==> config.mk <==
export PLATFORM = sky130hd
export DESIGN_NAME = pwm10_gen
export DESIGN_NICKNAME = d
export VERILOG_FILES = /design/src/rtl/pwm10_pkg.sv /design/src/rtl/pwm_regs.sv /design/src/rtl/pwm_timebase.sv /design/src/rtl/pwm_outstage.sv /design/src/rtl/pwm10_gen.sv
export SDC_FILE = /design/constraint.sdc
export NUM_CORES = 1
export LEC_CHECK = 0
export BUFFER_PORTS_ARGS = -buffer_cell sky130_fd_sc_hd__buf_4
export CAP_MARGIN = 20
export CORE_MARGIN = 8
export CORE_UTILIZATION = 62
export DETAILED_ROUTE_END_ITERATION = 10
export GPL_TIMING_DRIVEN = 0
export PLACE_DENSITY = 0.92
export SLEW_MARGIN = 25
export SYNTH_ARGS = -nofsm -noshare
export SYNTH_HDL_FRONTEND = slang
export SYNTH_SLANG_ARGS = --single-unit
==> constraint.sdc <==
create_clock -name clk -period 6.49 [get_ports clk]
set_input_delay 0.3245 -clock clk [delete_from_list [all_inputs] [get_ports clk]]
set_output_delay 0.3245 -clock clk [all_outputs]
set_load 0.05 [all_outputs]
==> src/rtl/pwm10_pkg.sv <==
package pwm10_pkg;

    localparam int FINE_W = 2;
    localparam int SUB_W  = 6;
    localparam int MODE_W = 4;

    typedef enum logic [1:0] {
        ADDR_PERIOD  = 2'd0,
        ADDR_DUTY_HI = 2'd1,
        ADDR_CTRL    = 2'd2,
        ADDR_PRESC   = 2'd3
    } reg_addr_e;

    typedef enum logic [1:0] {
        PS_DIV1  = 2'd0,
        PS_DIV4  = 2'd1,
        PS_DIV16 = 2'd2,
        PS_DIV16B = 2'd3
    } presc_e;

    // last value of the sub-step counter for one timer step
    function automatic logic [SUB_W-1:0] sub_last(input presc_e ps);
        case (ps)
            PS_DIV1: sub_last = SUB_W'(3);
            PS_DIV4: sub_last = SUB_W'(15);
            default: sub_last = SUB_W'(63);
        endcase
    endfunction

    // fine bits: the two bits just above the prescaler divide
    function automatic logic [FINE_W-1:0] fine_of(input logic [SUB_W-1:0] sub,
                                                  input presc_e ps);
        case (ps)
            PS_DIV1: fine_of = sub[1:0];
            PS_DIV4: fine_of = sub[3:2];
            default: fine_of = sub[5:4];
        endcase
    endfunction

    function automatic logic is_pwm_mode(input logic [MODE_W-1:0] mode);
        is_pwm_mode = (mode[3:2] == 2'b11);
    endfunction

endpackage

==> src/rtl/pwm_regs.sv <==
module pwm_regs
    import pwm10_pkg::*;
#(
    parameter int CNT_W  = 8,
    localparam int DUTY_W = CNT_W + FINE_W
) (
    input  logic              clk,
    input  logic              rst,
    input  logic              wr_en,
    input  logic [1:0]        wr_addr,
    input  logic [CNT_W-1:0]  wr_data,
    output logic [CNT_W-1:0]  period,
    output logic [DUTY_W-1:0] duty_req,
    output logic [MODE_W-1:0] mode,
    output presc_e            presc
);

    logic [CNT_W-1:0]  duty_hi_q;
    logic [FINE_W-1:0] duty_lo_q;

    always_ff @(posedge clk) begin
        if (rst) begin
            period    <= '0;
            duty_hi_q <= '0;
            duty_lo_q <= '0;
            mode      <= '0;
            presc     <= PS_DIV1;
        end else if (wr_en) begin
            case (reg_addr_e'(wr_addr))
                ADDR_PERIOD:  period    <= wr_data;
                ADDR_DUTY_HI: duty_hi_q <= wr_data;
                ADDR_CTRL: begin
                    duty_lo_q <= wr_data[MODE_W+FINE_W-1:MODE_W];
                    mode      <= wr_data[MODE_W-1:0];
                end
                default:      presc     <= presc_e'(wr_data[1:0]);
            endcase
        end
    end

    assign duty_req = {duty_hi_q, duty_lo_q};

endmodule

==> src/rtl/pwm_timebase.sv <==
module pwm_timebase
    import pwm10_pkg::*;
#(
    parameter int CNT_W  = 8,
    localparam int DUTY_W = CNT_W + FINE_W
) (
    input  logic              clk,
    input  logic              rst,
    input  logic              run,
    input  presc_e            presc,
    input  logic [CNT_W-1:0]  period,
    output logic [DUTY_W-1:0] tbase_nxt,
    output logic              boundary
);

    logic [SUB_W-1:0] sub_q, sub_nxt;
    logic [CNT_W-1:0] tmr_q, tmr_nxt;
    logic             step;

    always_comb begin
        step     = (sub_q >= sub_last(presc));
        boundary = run && step && (tmr_q == period);
        if (!run) begin
            sub_nxt = '0;
            tmr_nxt = '0;
        end else if (step) begin
            sub_nxt = '0;
            tmr_nxt = boundary ? '0 : tmr_q + 1'b1;
        end else begin
            sub_nxt = sub_q + 1'b1;
            tmr_nxt = tmr_q;
        end
        tbase_nxt = {tmr_nxt, fine_of(sub_nxt, presc)};
    end

    always_ff @(posedge clk) begin
        if (rst) begin
            sub_q <= '0;
            tmr_q <= '0;
        end else begin
            sub_q <= sub_nxt;
            tmr_q <= tmr_nxt;
        end
    end

endmodule

==> src/rtl/pwm_outstage.sv <==
module pwm_outstage #(
    parameter int DUTY_W = 10
) (
    input  logic              clk,
    input  logic              rst,
    input  logic              run,
    input  logic              boundary,
    input  logic [DUTY_W-1:0] tbase_nxt,
    input  logic [DUTY_W-1:0] duty_req,
    output logic              pwm_out,
    output logic              period_match,
    output logic [DUTY_W-1:0] duty_active
);

    logic out_q;

    always_ff @(posedge clk) begin
        if (rst) begin
            out_q        <= 1'b0;
            period_match <= 1'b0;
            duty_active  <= '0;
        end else begin
            period_match <= boundary;
            if (boundary)
                duty_active <= duty_req;
            if (!run)
                out_q <= 1'b0;
            else if (boundary)
                out_q <= (duty_req != '0);
            else if (tbase_nxt == duty_active)
                out_q <= 1'b0;
        end
    end

    // a mode change drops the output in the same cycle
    assign pwm_out = out_q && run;

endmodule

==> src/rtl/pwm10_gen.sv <==
module pwm10_gen
    import pwm10_pkg::*;
#(
    parameter int CNT_W  = 8,
    localparam int DUTY_W = CNT_W + FINE_W
) (
    input  logic              clk,
    input  logic              rst,
    input  logic              wr_en,
    input  logic [1:0]        wr_addr,
    input  logic [CNT_W-1:0]  wr_data,
    output logic              pwm_out,
    output logic              pwm_oe,
    output logic              period_match,
    output logic [DUTY_W-1:0] duty_active
);

    logic [CNT_W-1:0]  period;
    logic [DUTY_W-1:0] duty_req;
    logic [MODE_W-1:0] mode;
    presc_e            presc;
    logic [DUTY_W-1:0] tbase_nxt;
    logic              boundary;
    logic              run;

    pwm_regs #(.CNT_W(CNT_W)) u_regs (
        .clk(clk), .rst(rst), .wr_en(wr_en), .wr_addr(wr_addr),
        .wr_data(wr_data), .period(period), .duty_req(duty_req),
        .mode(mode), .presc(presc)
    );

    assign run    = is_pwm_mode(mode);
    assign pwm_oe = run;

    pwm_timebase #(.CNT_W(CNT_W)) u_tbase (
        .clk(clk), .rst(rst), .run(run), .presc(presc), .period(period),
        .tbase_nxt(tbase_nxt), .boundary(boundary)
    );

    pwm_outstage #(.DUTY_W(DUTY_W)) u_out (
        .clk(clk), .rst(rst), .run(run), .boundary(boundary),
        .tbase_nxt(tbase_nxt), .duty_req(duty_req), .pwm_out(pwm_out),
        .period_match(period_match), .duty_active(duty_active)
    );

endmodule

==> results of run 1 <==
## worst paths after layout
path	endpoint	startpoint
hold / removal	u_regs.period[6]$_SDFFE_PP0P_	wr_data[6]
setup reg to reg	u_out.out_q$_SDFFE_PP0P_	u_regs.presc[1]$_SDFFE_PP0P_
setup / recovery	u_out.out_q$_SDFFE_PP0P_	u_regs.presc[1]$_SDFFE_PP0P_
hold reg to reg	u_out.duty_active[8]$_SDFFE_PP0P_	u_regs.duty_hi_q[6]$_SDFFE_PP0P_
## power groups by stage
stage | Clock (W) | Combinational (W) | Sequential [W]
finish | 0.000187 | 0.0000310 | 0.000303
global route | 0.000201 | 0.0000339 | 0.000304
CTS | 0.000189 | 0.0000309 | 0.000303
detailed placement | 0 | 0.0000306 | 0.000310
global placement | 0 | 0.0000297 | 0.000310
floorplan | 0 | 0.0000196 | 0.000309
## area by class of cell
cell class              count  area (um^2)
multi-input cells         215         1380
flip-flops and latches     48          961
fillers                   304          961
repair buffers             24          180
clock buffers               6         82.6
well taps                  48         60.1
plain buffers              12         51.3
inverters                   6         22.5
clock inverters             2         15.0
## state kept, by name (all words and copies together), names as in the netlist
name / flops
u_out.duty_active: 10
u_regs.duty_hi_q: 8
u_regs.period: 8
u_tbase.tmr_q: 8
u_tbase.sub_q: 6
u_regs.duty_lo_q: 2
u_regs.mode: 2
u_regs.presc: 2
u_out.out_q: 1
u_out.period_match: 1
## metal layers
metal	GRT usage, %	part of all wire, %	vias to the layer above
met3	5.13	7.7	14
met5	0	0	-
met4	6.85	1.9	0
met1	24.0	44	1025
met2	30.0	46	93
li1	-	-	1054
## critical path: stages, from the launching register on
cell       delay [ns]
dfxtp_1          0.41
inv_1            0.12
ha_1             0.27
a2111oi_1        0.63
or3_1            0.20
buf_4            0.15
nor3b_1          0.07
o32ai_1          0.33
o211ai_1         0.16
nor4_2           0.33
a32oi_1          0.14
## cells in the mapped netlist (3+ instances only)
cell type / number / area, um^2
o21a_1: 3 / 22.5
ha_1: 4 / 50.1
o21ai_0: 5 / 25.0
nor3_1: 7 / 35.0
nor3b_1: 3 / 22.5
nor4_1: 4 / 25.0
nand2_1: 30 / 113
a21oi_1: 14 / 70.1
mux2i_1: 24 / 240
o211ai_1: 3 / 22.5
nand4_1: 5 / 31.3
inv_1: 6 / 22.5
xor2_1: 13 / 114
dfxtp_1: 48 / 961
and3_1: 4 / 25.0
nand3_1: 8 / 40.0
nor2_1: 48 / 180
nand2b_1: 3 / 18.8
clkbuf_1: 8 / 30.0
xnor2_1: 5 / 43.8
## cell usage in the layout, fill, tap and decap left out, types with 2 or more instances in the layout
cell type and count:
clkinvlp_4 2, nand3_1 8, xor2_1 13, a211oi_1 2, o21ai_0 5, buf_4 25
nor2b_1 2, clkbuf_8 6, ha_1 4, nor3b_1 3, and4_1 2, dfxtp_1 48
xnor2_1 5, o21a_1 3, nor3_1 7, o211ai_1 3, clkbuf_1 8, nor4_2 2
nor4_1 4, nand4_1 5, nand3b_1 2, nand2_1 30, mux2i_1 24, a21oi_1 14
nor2_1 48, buf_2 2, and3_1 4, inv_1 6, nand2b_1 3
## cells by family (layout without fill, tap and decap cells)
family / count (synthesis) / after routing / synth area share [%]
mux: 25 / 25 / 10.6
buf+inv: 18 / 50 / 3.05
simple gates: 125 / 125 / 25.0
xor+xnor: 18 / 18 / 6.52
flops: 48 / 48 / 39.8
compound gates: 43 / 43 / 13.0
fa+ha+maj: 4 / 4 / 2.07
## through the flow
stage,total power [W],setup slack (ns),cell area (um^2),util (%),hold WS (ns)
2_1_floorplan,0.000328,4.05,2420,-,0.433
3_3_place_gp,0.000339,3.65,2660,71.5,0.453
3_5_place_dp,0.000340,3.63,2660,71.5,0.464
4_1_cts,0.000523,3.59,2760,74.1,0.259
5_1_grt,0.000538,3.32,2760,74.1,0.266
6_report,0.000521,3.54,2760,74.1,0.266
==> results.sh, run 1 <==
export IMPL_min_period_ns=2.95
export IMPL_syn_area_per_cell_um2=8.60
export IMPL_ctsHoldBuffers=0
export IMPL_grt_pass1_vias=1990
export IMPL_cts_setup_buffers=0
export IMPL_synth_top_flop_cell="dfxtp_1"
export IMPL_dp_cells=353
export IMPL_first_pass_iters=4
export IMPL_worstSkewPairLatency_ns=0.31
export IMPL_arrival_ns=3.13
export IMPL_layout_nets=329
export IMPL_netlist_instances=281
export IMPL_core_area_um2=3720
export IMPL_clockBufferDepth=2
export IMPL_ant_nets=0
export IMPL_synth_nets=298
export IMPL_start_util_pct=65.1
export IMPL_synth_seq_area_share_pct=39.8
export IMPL_htreeDepth=2
export IMPL_synth_distinct_cells=50
export IMPL_cts_tree="done"
export IMPL_ir_drop_v=0.000179
export IMPL_fin_crit_sh_pct=45.5
export IMPL_root_buffer="clkbuf_8"
export IMPL_path_max_fanout=7
export IMPL_rows=22
export IMPL_min_path_cells=3
export IMPL_overflow=0
export IMPL_cp_required_ns=6.67
export IMPL_antenna_found_initial=0
export IMPL_grt_max_degree=16
export IMPL_clkPwrFrac_pct=35.9
export IMPL_clkTransAtPathRegs_ns=0.09
export IMPL_clock_skew_ns=0.00652
export IMPL_finalSetupTns_ns=0
export IMPL_viasPerCell=6.06
export IMPL_cts_buffers=5
export IMPL_worstHoldPathType="primary input to register"
export IMPL_power_frac_seq_pct=58.1
export IMPL_die_area_um2=6150
export IMPL_area_growth_pct=14.0
export IMPL_rrSetupSlack_ns=3.54
export IMPL_slew_viol_final=0
export IMPL_maxCapViolations=0
export IMPL_internal_power_w=0.000400
export IMPL_first_iter_violations=224
export IMPL_switching_share_pct=23.4
export IMPL_slew_headroom_pct=58.0
export IMPL_synth_edf_count=0
export IMPL_p_leak_nw=1.15
export IMPL_fp_dieH_um=78.4
export IMPL_synth_area_um2=2420
export IMPL_path_class="register to register"
export IMPL_critPathLaunchType="register"
export IMPL_hold_viol_final=0
export IMPL_rr_worst_depth=10
export IMPL_tightestPinTransition_ns=0.628
export IMPL_hpwlAfterDp_mm=4.36
export IMPL_cts_sinks=48
export IMPL_port_buffers=24
export IMPL_drc=0
export IMPL_place_congestion=0.962
export IMPL_rsz0062_at_grt="no"
export IMPL_cts_resized=0
export IMPL_drt_wl_total_mm=5.89
export IMPL_io_pins=26
export IMPL_p_comb_share_pct=5.9
export IMPL_yosys_warnings=0
export IMPL_diodes=0
export IMPL_final_cells=361
export IMPL_wl_per_cell_um=16.3
export IMPL_vias=2186
export IMPL_grt_pass1_wl_mm=9.57
export IMPL_status="finished, final reports clean"
export IMPL_fmax_mhz=339
export IMPL_p_sw_w=0.000122
export IMPL_grt_util_all_layers_pct=18.9
export IMPL_die_x_um=78.4
export IMPL_async_flop_share_pct=0
export IMPL_ys_seq_elements=48
export IMPL_pwr_density_cell_nw_per_um2=189
export IMPL_drive_gt1_share_pct=13.4
export IMPL_end_kind="register"
export IMPL_finalSetupViolCount=0
No activity file was read; power rests on OpenSTA's default activity.
==> run 2: changes to the inputs <==
--- a/config.mk
+++ b/config.mk
@@ -5,13 +5,14 @@
 export SDC_FILE = /design/constraint.sdc
 export NUM_CORES = 1
 export LEC_CHECK = 0
+export ABC_AREA = 1
 export BUFFER_PORTS_ARGS = -buffer_cell sky130_fd_sc_hd__buf_4
 export CAP_MARGIN = 20
 export CORE_MARGIN = 8
-export CORE_UTILIZATION = 62
+export CORE_UTILIZATION = 58
 export DETAILED_ROUTE_END_ITERATION = 10
 export GPL_TIMING_DRIVEN = 0
-export PLACE_DENSITY = 0.92
+export PLACE_DENSITY = 0.87
 export SLEW_MARGIN = 25
 export SYNTH_ARGS = -nofsm -noshare
 export SYNTH_HDL_FRONTEND = slang
==> constraint.sdc (replaced) <==
create_clock -name clk -period 2.9 [get_ports clk]
set_input_delay 0.145 -clock clk [delete_from_list [all_inputs] [get_ports clk]]
set_output_delay 0.145 -clock clk [all_outputs]
set_load 0.05 [all_outputs]
==> run 2 against run 1 <==
  * Sequential power up 130%
  * Count of clock-buffer cells in the layout down 1
  * Combinational power grew to 3.4 times the previous value
  * Design area up 5.1%
  * Sequential cell count unchanged
  * Non-clock buffer count fell by 3
  * Cell count grew 29%
  * Wire length rose by 5.8%
  * First-iteration DRC count increased by 0.45%
  * Fmax grew 17%
  * Total power rose by 130%
  * Clock skew grew 0.0021 ns
==> results.sh, run 2 <==
export IMPL_antenna_found_initial=0
export IMPL_largest_register_ffs=10
export IMPL_grt_max_degree=17
export IMPL_worstSkewPairLatency_ns=0.31
export IMPL_ir_drop_v=0.000330
export IMPL_synth_top_cell_area_share_pct=37.6
export IMPL_cts_tree="done"
export IMPL_critical_path_depth=17
export IMPL_reg2reg_from="u_regs.presc[1]$_SDFFE_PP0P_"
export IMPL_ys_seq_elements=48
export IMPL_cpMostUsedCell="nand2_1"
export IMPL_rrSetupSlack_ns=0.38
export IMPL_status="finished, final reports clean"
export IMPL_rows=24
export IMPL_finalSetupTns_ns=0
export IMPL_yosysMostFrequentCell="nand2_1"
export IMPL_synthTopCellsByCount="nand2_1, nor2_1, dfxtp_1, inv_1, o21ai_0"
export IMPL_async_flop_share_pct=0
export IMPL_grt_pass1_vias=2407
export IMPL_grt_use_met3_pct=3.03
export IMPL_synth_seq_area_share_pct=37.6
export IMPL_drc=0
export IMPL_clockBufferDepth=2
export IMPL_htreeDepth=2
export IMPL_total_power_w=0.00121
export IMPL_maxCapViolations=0
export IMPL_pwr_density_cell_nw_per_um2=417
export IMPL_path_class="register to register"
export IMPL_synth_area_um2=2560
export IMPL_final_cell_mix="nand2_1, nor2_1, dfxtp_1"
export IMPL_viasPerCell=5.40
export IMPL_synth_largest_area_cell="dfxtp_1"
export IMPL_grt_util_all_layers_pct=19.7
export IMPL_tightestPinTransition_ns=0.563
export IMPL_area_growth_pct=13.2
export IMPL_fmax_mhz=396
export IMPL_final_cells=465
export IMPL_wl_per_cell_um=13.4
export IMPL_slew_viol_final=0
export IMPL_grtUsageMet1_pct=24.1
export IMPL_fp_dieH_um=82.4
export IMPL_core_area_um2=4290
export IMPL_fin_crit_sh_pct=87.0
export IMPL_synth_nets=398
export IMPL_synth_area_leaders="dfxtp_1, nand2_1, nor2_1"
export IMPL_hpwlAfterDp_mm=4.90
export IMPL_worstHoldPathType="primary input to register"
export IMPL_first_pass_iters=4
export IMPL_overflow=0
export IMPL_ctsHoldBuffers=0
export IMPL_drive_gt1_share_pct=15.0
export IMPL_yosys_warnings=0
export IMPL_ant_nets=0
export IMPL_diodes=0
export IMPL_cts_resized=0
export IMPL_netlist_instances=381
export IMPL_fin_util_pct=67.4
export IMPL_min_period_ns=2.52
export IMPL_port_buffers=24
export IMPL_drt_wl_total_mm=6.23
export IMPL_io_pins=26
export IMPL_finalSetupViolCount=0
export IMPL_synth_top_flop_cell="dfxtp_1"
export IMPL_vias=2512
export IMPL_cts_buffers=5
export IMPL_place_congestion=0.974
export IMPL_cpLargestDelayFamily="simple AND/OR/NAND/NOR gates"
export IMPL_crit_end="u_out.out_q$_SDFFE_PP0P_"
export IMPL_p_leak_nw=1.27
export IMPL_cp_slowest_cell="dfxtp_1"
export IMPL_grt_pass1_wl_mm=10.5
export IMPL_syn_area_per_cell_um2=6.72
export IMPL_critPathLaunchType="register"
export IMPL_cts_sinks=48
export IMPL_first_iter_violations=225
export IMPL_die_area_um2=6790
export IMPL_crit_chain="inv_1, ha_1, nand2_1, nor2_1, nand3_2, nand2_4, nand3_4, nand2_4, inv_4, nand2_1, nand2_1, nand2_1, nand2_1, nor2_1, nand3_1, nand2_1, a21oi_2"
export IMPL_mostFrequentLayoutCell="nand2_1"
export IMPL_cts_setup_buffers=0
export IMPL_cp_required_ns=3.11
export IMPL_hold_ws_ns=0.0865
export IMPL_die_x_um=82.4
export IMPL_regMostFlops="u_out.duty_active"
export IMPL_max_stage_delay_ns=0.44
export IMPL_start_util_pct=59.6
export IMPL_end_kind="register"
export IMPL_root_buffer="clkbuf_8"
export IMPL_rr_worst_depth=17
export IMPL_path_max_fanout=8
export IMPL_clock_skew_ns=0.00862
export IMPL_synth_edf_count=0
export IMPL_grt_busiest_layer="met2"
export IMPL_startpoint="u_regs.presc[1]$_SDFFE_PP0P_"
export IMPL_hold_start="wr_data[3]"
export IMPL_layout_nets=429
export IMPL_hold_viol_final=0
export IMPL_dp_cells=457
export IMPL_clkTransAtPathRegs_ns=0.10
export IMPL_slew_headroom_pct=62.5
export IMPL_crit_buf_inv=2
export IMPL_r2r_end="u_out.out_q$_SDFFE_PP0P_"
export IMPL_rsz0062_at_grt="no"
export IMPL_synth_distinct_cells=30
export IMPL_use_met2_pct=33.9
export IMPL_arrival_ns=2.73
## run 2: cell types whose count changed after synthesis, moves of 5 or more
cell,change
inv_1,+37
inv_2,+5
xor2_1,-9
nand2_1,+46
nand4_1,+5
nand2_2,+7
xnor2_1,-5
nor2_1,+19
o21ai_0,+27
mux2i_1,-24
nand3_1,+14
a21oi_1,+9
## run 2: power breakdown
| part | switching, W | leakage (nW) | internal [W] |
|---|---|---|---|
| clock network | 0.000243 | 0.0485 | 0.000173 |
| registers | 0.0000112 | 0.389 | 0.000675 |
| logic | 0.0000666 | 0.831 | 0.0000378 |
| total | 0.000321 | 1.27 | 0.000886 |
## run 2: worst min path at each step
stage / to / cells after the start
floorplan: u_regs.duty_lo_q[0]$_SDFFE_PP0P_ / 2
CTS: u_regs.mode[3]$_SDFFE_PP0P_ / 3
detailed placement: u_regs.mode[3]$_SDFFE_PP0P_ / 3
global route: u_regs.mode[2]$_SDFFE_PP0P_ / 3
global placement: u_regs.period[2]$_SDFFE_PP0P_ / 3
finish: u_regs.mode[3]$_SDFFE_PP0P_ / 3
## run 2: final cells by class
type	instances	area (um^2)
Buffer	9	50.0
Clock buffer	5	68.8
Clock inverter	3	22.5
Fill cell	376	1400
Inverter	51	194
Multi-Input combinational cell	273	1350
Sequential cell	48	961
Tap cell	52	65.1
Timing Repair Buffer	24	180
## run 2: cell families (layout without fill, tap and decap cells)
logic type	count (synthesis)	count (layout)	synth area share (%)
AO/OA/AOI/OAI	59	59	11.7
buffers and inverters	60	92	9.54
flip-flops	48	48	37.6
XOR/XNOR	5	5	2.00
adder cells (fa/ha/maj)	4	4	1.96
AND/OR/NAND/NOR	205	205	37.3
## run 2: per-layer routing
metal	wire [um]	vias up	share of wire, %
li1	-	1280	-
met1	2770	1149	44
met2	3030	75	49
met3	338	8	5.4
met4	93	0	1.5
met5	0	-	0
## run 2: per-stage QoR
| stage | instance area (um^2) | worst slack [ns] |
|---|---|---|
| 6_report | 2900 | 0.376 |
| 3_5_place_dp | 2800 | 0.401 |
| 3_3_place_gp | 2800 | 0.485 |
| 2_1_floorplan | 2560 | 0.781 |
| 4_1_cts | 2900 | 0.388 |
| 5_1_grt | 2900 | 0.189 |
## run 2: worst reg2reg max path, stage by stage (launching register included)
cell and delay [ns]:
dfxtp_1 0.44, inv_1 0.14, ha_1 0.31, nand2_1 0.07
nor2_1 0.17, nand3_2 0.14, nand2_4 0.14, nand3_4 0.14
nand2_4 0.14, inv_4 0.09, nand2_1 0.09, nand2_1 0.05
nand2_1 0.05, nand2_1 0.05, nor2_1 0.15, nand3_1 0.11
nand2_1 0.10, a21oi_2 0.06
